$ cat src/rtl/qvga_decimator.sv
module qvga_decimator #(
  parameter int PW = 24,
  parameter int LINE = 320,
  parameter int GROUP = 64,
  parameter bit KEEP_ODD = 1'b0,
  localparam int NCH = LINE / GROUP,
  localparam int GW = $clog2(GROUP),
  localparam int AW = GW + 1
) (
  input  logic              clk,
  input  logic              rst_n,
  input  logic [PW-1:0]     pix_even,
  input  logic [PW-1:0]     pix_odd,
  input  logic              de,
  input  logic              hsync,
  input  logic              vsync,
  output logic [NCH-1:0]    wr_en,
  output logic [NCH*AW-1:0] wr_addr,
  output logic [NCH*PW-1:0] wr_data,
  output logic              line_ready,
  output logic              line_err
);

  localparam int CW = $clog2(LINE + 1);
  localparam logic [CW-1:0] LAST = CW'(LINE - 1);

  logic de_q, hs_q, vs_q, line_par, active, bank;
  logic [CW-1:0] col;

  wire start   = de & ~de_q;
  wire de_fall = ~de & de_q;
  wire hs_rise = hsync & ~hs_q;
  wire vs_rise = vsync & ~vs_q;
  wire keep_ln = (line_par == KEEP_ODD);
  wire [CW-1:0] idx = start ? '0 : col;
  wire live    = start ? keep_ln : active;
  wire abort   = de & live & hs_rise;
  wire wr      = de & live & ~hs_rise & (idx <= LAST);
  wire last    = wr & (idx == LAST);
  wire [PW-1:0] pix = KEEP_ODD ? pix_odd : pix_even;

  always_ff @(posedge clk) begin
    if (!rst_n) begin
      de_q <= 1'b0; hs_q <= 1'b0; vs_q <= 1'b0;
      line_par <= 1'b0; active <= 1'b0; bank <= 1'b0;
      col <= '0; line_ready <= 1'b0; line_err <= 1'b0;
    end else begin
      de_q <= de; hs_q <= hsync; vs_q <= vsync;
      line_ready <= last;
      line_err <= abort | (de_fall & active);
      if (wr) col <= idx + 1'b1;
      if (de_fall | abort | last) active <= 1'b0;
      else if (start) active <= keep_ln;
      if (last) bank <= ~bank;
      if (vs_rise) line_par <= 1'b0;
      else if (de_fall) line_par <= ~line_par;
    end
  end

  for (genvar c = 0; c < NCH; c++) begin : g_ch
    localparam logic [CW-1:0] LO = CW'(c * GROUP);
    logic [CW-1:0] off;
    logic          en_r;
    logic [AW-1:0] addr_r;
    logic [PW-1:0] data_r;
    assign off = idx - LO;
    wire hit = wr & (off < CW'(GROUP));

    always_ff @(posedge clk) begin
      if (!rst_n) begin
        en_r <= 1'b0; addr_r <= '0; data_r <= '0;
      end else begin
        en_r <= hit;
        if (hit) begin
          addr_r <= {bank, off[GW-1:0]};
          data_r <= pix;
        end
      end
    end

    assign wr_en[c] = en_r;
    assign wr_addr[c*AW +: AW] = addr_r;
    assign wr_data[c*PW +: PW] = data_r;
  end

  AST_ONE_CHANNEL: assert property (@(posedge clk) disable iff (!rst_n)
    $onehot0(wr_en));
  AST_BLANK_QUIET: assert property (@(posedge clk) disable iff (!rst_n)
    !$past(de) |-> wr_en == '0);
  AST_READY_LAST: assert property (@(posedge clk) disable iff (!rst_n)
    line_ready |-> wr_en[NCH-1] && wr_addr[(NCH-1)*AW +: GW] == GW'(GROUP - 1));
  AST_READY_PULSE: assert property (@(posedge clk) disable iff (!rst_n)
    line_ready |=> !line_ready);
  AST_BANK_SWAP: assert property (@(posedge clk) disable iff (!rst_n)
    line_ready |-> bank != wr_addr[(NCH-1)*AW + GW]);
  AST_ERR_NOT_READY: assert property (@(posedge clk) disable iff (!rst_n)
    !(line_err && line_ready));
  AST_PHASE_CLEAR: assert property (@(posedge clk) disable iff (!rst_n)
    vs_rise |=> !line_par);

endmodule

$ cat config.mk
export PLATFORM = sky130hd
export DESIGN_NAME = qvga_decimator
export DESIGN_NICKNAME = d
export VERILOG_FILES = /design/src/rtl/qvga_decimator.sv
export SDC_FILE = /design/constraint.sdc
export NUM_CORES = 1
export LEC_CHECK = 0
export BUFFER_PORTS_ARGS = -buffer_cell sky130_fd_sc_hd__buf_2
export CAP_MARGIN = 20
export CELL_PAD_IN_SITES_DETAIL_PLACEMENT = 1
export CELL_PAD_IN_SITES_GLOBAL_PLACEMENT = 1
export CORE_MARGIN = 2
export CORE_UTILIZATION = 34
export CTS_CLUSTER_DIAMETER = 30
export DETAILED_ROUTE_END_ITERATION = 8
export PLACE_DENSITY = 0.77
export SYNTH_ARGS = -nofsm -noshare
export SYNTH_HDL_FRONTEND = slang
export SYNTH_SLANG_ARGS = --single-unit
export TNS_END_PERCENT = 50
$ cat constraint.sdc
create_clock -name clk -period 2.7 [get_ports clk]
set_input_delay 0.54 -clock clk [delete_from_list [all_inputs] [get_ports clk]]
set_output_delay 0.54 -clock clk [all_outputs]
set_load 0.005 [all_outputs]
### Yosys cells after proc, flatten, opt, wreduce, memory -nomap -nowiden

Index checks and enable logic that the tools add are counted.

* order comparisons: 6
* bitwise operators: 26
* muxes and demuxes: 2
* reduce and logical (&&, ||, !) cells: 2
* eq/ne operators: 1
* add/sub/neg operators: 5

Operators by type and width (number)
* 9-bit by 7-bit less-than comparator with 1-bit output (second input constant): 5
* 9-bit by 8-bit subtractor with 9-bit output (second input constant): 2
* 1-bit AND: 15
* 9-bit by 1-bit adder with 9-bit output (second input constant): 1
* 9-bit == test (second input constant): 1
* 9-bit <= comparator (second input constant): 1
* 9-bit 2-to-1 mux: 1
* 9-bit by 7-bit subtractor with 9-bit output (second input constant): 1
* 9-bit subtractor (second input constant): 1
* 1-bit inverter: 8
* 2-bit OR reduction: 2
* 1-bit bitwise OR: 3
* 1-bit 2-to-1 mux: 1

* logic and storage cells: 66
* input bits: 53
* output and inout bits: 162
* bits in registers: 177

### Depth between registers and ports, before layout

* word-level depth: 9
* mapped depth: 13
* depth with buffers taken out: 8

### Worst setup path before layout

No wires, ideal clock.

* kind: input -> register
* from: in de
* to: reg g_ch[4].addr_r[4]
* arrival: 2.497 ns
* setup slack: 0.071 ns
* data required time: 2.568 ns
* setup time: 0.132 ns
* cell stages on the path: 13
* cells stage by stage: buf_6 -> nand2b_1 -> buf_4 -> and2_1 -> clkbuf_1 -> ha_1 -> and3_1 -> nand4_1 -> a31o_2 -> buf_6 -> buf_6 -> o21ai_1 -> a21oi_1

RTL lines
* start: declaration: RTL line 14 `input logic de,`
* 1-bit AND (*): RTL line 30 `wire start = de & ~de_q;`
* 9-bit 2-to-1 mux (*): RTL line 35 `wire [CW-1:0] idx = start ? '0 : col;`
* net g_ch[0].off[0]: RTL line 62 `logic [CW-1:0] off;`
* 9-bit subtractor or 9-bit <= comparator (tied branches): RTL line 66, 38
* 9-bit by 7-bit less-than comparator with 1-bit output or 1-bit AND (tied branches): RTL line 67, 38
* 1-bit AND: RTL line 67 `wire hit = wr & (off < CW'(GROUP));`
* end signal: assignment: RTL line 75 `addr_r <= {bank, off[GW-1:0]};`
* end: declaration: RTL line 64 `logic [AW-1:0] addr_r;`

Mark *: on every way through the listed nets, which the timed path passes. The rest lies on a longest branch.
A chain may end at the register's enable or synchronous reset.

### Final worst setup path

* from: reg de_q
* to: reg g_ch[1].data_r[4]

* cells in the longest elaborated chain, start to end: 7

RTL lines
* start: declaration: RTL line 27 `logic de_q, hs_q, vs_q, line_par, active, bank;`
* start signal: assignment: RTL line 44 `de_q <= 1'b0; hs_q <= 1'b0; vs_q <= 1'b0;`
* start signal: assignment: RTL line 48 `de_q <= de; hs_q <= hsync; vs_q <= vsync;`
* 1-bit inverter (*): RTL line 30
* 1-bit AND (*): RTL line 30
* branches (longest 4 deep; another with 9-bit by 7-bit subtractor with 9-bit output)
* 1-bit AND (*): RTL line 67
* end signal: assignment: RTL line 76 `data_r <= pix;`
* end: declaration: RTL line 65 `logic [PW-1:0] data_r;`

Every way passes the cells marked *.

==> out/qor.txt <==
setup repair bufs after CTS - 0
Fin. Hold Viols - 0
sequential share of power - 47.6%
port buffer count - 190
htree depth - 4
CTS tree - done
clock skew - 8.91 ps
flops & latches, synth - 177
crit path capture type - register
Clk pwr share - 46.1%
vias per inst - 5.13
ys async rst share - 0%
Critical Path Max Stage Delay - 340 ps
setup TNS - 0 ps
final setup fails - 0
initial antenna violation count - 0
average routed wire per standard cell - 18.5 microns
dpl ws - 84.2 ps
# hold bufs at CTS - 0
top cells by area, synth - dfxtp_1, mux2i_1, a21oi_1
Clock Path Buffers - 2
Multi-input gate area - 2970 sq um
sequential fraction of the synthesis area - 50.9%
full die area - 21700 sq um
post-CTS sizing - 0
Lkg Pwr - 0.00367 uW
Max Fanout on Critical Path - 27
worst hold path type - input pin to register
Initial DRC Count - 276
largest net degree at the start of global routing - 71
cell count after synthesis - 769
first-pass GRT wire length - 36200 microns
max cap viols - 0
Max Clk Rate - 0.428 GHz
RSZ-0062 raised after global routing - false
Setup crit start kind - register
Hold Path Depth - 2
Core ar. - 20200 sq um
yosys warns - 0
WP data arrival - 2640 ps
Post-Route WL - 22700 microns
root buffer cell - clkbuf_16
NumNets Final - 1002
Die Y - 147 microns
EDFF count, synth - 0
Syn Nets - 826
dominant register cell in the synthesized netlist - dfxtp_1
Global Route Usage Sum - 20.9%
Synth cell types - 45
Reg clk slew, reported paths - 70 ps
status - completed
initial core utilization - 34.5%
CTS Sinks - 177
Row Count - 52
Period Utilization, post-route - 86.6%
Critical Path RT - 3000 ps
Mapped Area - 6970 sq um
path depth of the worst reg2reg path - 9
residual DRC count - 0
final worst slack - 362 ps
P per Cell Area - 624 nW/um^2
Chip Width - 147 microns
I/O pin count - 215
type of the worst setup path - register to register
first drt pass iteration count - 4
Combinational Power Share - 6.3%
worst skew pair latency - 430 ps
number of global-route vias before repair - 6451
P_sw - 1320 uW
critical path cell sequence - nand2b_1, and2_1, ha_1, and3_1, nand4_1, a31o_4, buf_12, o21ai_0, a21oi_1
via count - 6297
internal power - 4250 uW
fin crit period - 2340 ps
post-layout util - 44.2%
Area growth syn-to-layout - 28.0%
switching part of the total power - 23.7%
global route total overflow - 0
dominant cell type by area after synthesis - dfxtp_1
Register Area - 3540 sq um
relative slew slack - 45.9%
n_diodes - 0
Max IR drop VDD - 0.404 mV
Final Max Tran Viols - 0
Slowest cell on crit path - a31o_4
Fillers - 2393
HPWL Detailed - 15400 microns
total CTS buffers - 17
Routability Congestion - 0.796
Synth top area share - 50.9%
syn avg cell area - 9.06 sq um
Worst-Margin Slew - 812 ps
fraction of layout cells with a size suffix above 1 - 29.5%
post-route ant nets - 0
cell usage after synthesis (2+ instances only):
master and n:
dfxtp_1 177, a21oi_1 99, nand3_1 99, o21ai_1 84, nor2_1 73, mux2i_1 62, clkbuf_1 41, buf_6 15
nand2_1 13, o21ai_0 13, buf_2 12, and2_1 10, buf_4 10, nor3_1 5, and3_1 4, ha_1 4
or3_1 4, xnor2_1 4, a31oi_1 3, clkbuf_2 3, nor4_1 3, o22ai_1 3, inv_1 2, nand2_2 2
nand2b_1 2, nand4_1 2, nor2b_1 2
final cells by class:
| type | count | area share (%) |
|---|---|---|
| inverter | 3 | 0.154 |
| clock buffer | 19 | 4.97 |
| clock inverter | 12 | 1.77 |
| timing repair buffer | 238 | 16.3 |
| sequential | 177 | 39.7 |
| multi-input combinational | 508 | 33.3 |
| tap | 270 | 3.79 |
power groups by stage:
stage | registers, uW | clock network [uW] | logic [uW]
2_1_floorplan | 2710 | 0 | 202
6_report | 2650 | 2570 | 353
5_1_grt | 2650 | 2720 | 384
3_5_place_dp | 2710 | 0 | 355
4_1_cts | 2650 | 2610 | 357
3_3_place_gp | 2710 | 0 | 351
layout by cell type, fill, tap and decap left out, types with 3 or more instances in the layout:
cell | netlist | routed
mux2i_1 | 62 | 62
buf_2 | 12 | 190
inv_6 | 0 | 3
nand3_1 | 99 | 97
nor3_1 | 5 | 5
o22ai_1 | 3 | 3
a31oi_1 | 3 | 3
a21oi_1 | 99 | 99
ha_1 | 4 | 4
buf_12 | 0 | 11
buf_4 | 10 | 37
dfxtp_1 | 177 | 177
o21ai_1 | 84 | 84
and3_1 | 4 | 4
clkbuf_16 | 0 | 17
bufinv_16 | 0 | 3
and2_1 | 10 | 10
nor4_1 | 3 | 3
nand2_1 | 13 | 13
clkinvlp_4 | 0 | 3
xnor2_1 | 4 | 4
o21ai_0 | 13 | 13
or3_1 | 4 | 4
nor2_1 | 73 | 72
final timing paths:
check / startpoint / to / slack, ps
setup / recovery: de_q / g_ch[1].data_r[4] / 360
hold / removal: vsync / vs_q / 330
setup reg to reg: de_q / g_ch[1].data_r[4] / 360
hold reg to reg: g_ch[3].data_r[5] / g_ch[3].data_r[5] / 480
flip-flops by register name, summed over array words and instances, names as in the netlist:
name         cells
g_ch.data_r    120
g_ch.addr_r     35
col              9
g_ch.en_r        5
active           1
bank             1
de_q             1
hs_q             1
line_err         1
line_par         1
line_ready       1
vs_q             1
per-stage QoR:
step | std cells | hold slack, ps | total power, uW | cell area [sq um]
global route | 1227 | 319 | 5760 | 8920
detailed placement | 1196 | 468 | 3060 | 8320
CTS | 1227 | 318 | 5620 | 8920
floorplan | 769 | 445 | 2910 | 6970
global placement | 1196 | 459 | 3060 | 8320
finish | 1227 | 332 | 5570 | 8920
critical path, delay by kind of cell (launching register included):
family          cells  cell delay, ps
simple gates        4             810
compound gates      3             660
buf+inv             1             170
flops               1             330
fa+ha+maj           1             230
per-layer routing:
metal  part of all wire, %  global-route usage (%)  vias to the layer above  wire [microns]
li1                      -                       -                     3043               -
met1                    44                    26.3                     3055            9990
met2                    47                    34.6                      175           10700
met3                   7.0                    6.58                       24            1590
met4                   1.7                    6.06                        0             388
met5                     0                       0                        -               0
cells by family (layout without fill, tap and decap cells):
kind of cell	after synthesis	count (layout)	synth area share [%]
mux	62	62	8.91
simple gates	226	226	15.8
flops	177	177	50.9
compound gates	212	212	16.3
buf+inv	84	272	6.95
xor+xnor	4	4	0.503
fa+ha+maj	4	4	0.718
Power figures use the tool's default switching activity.
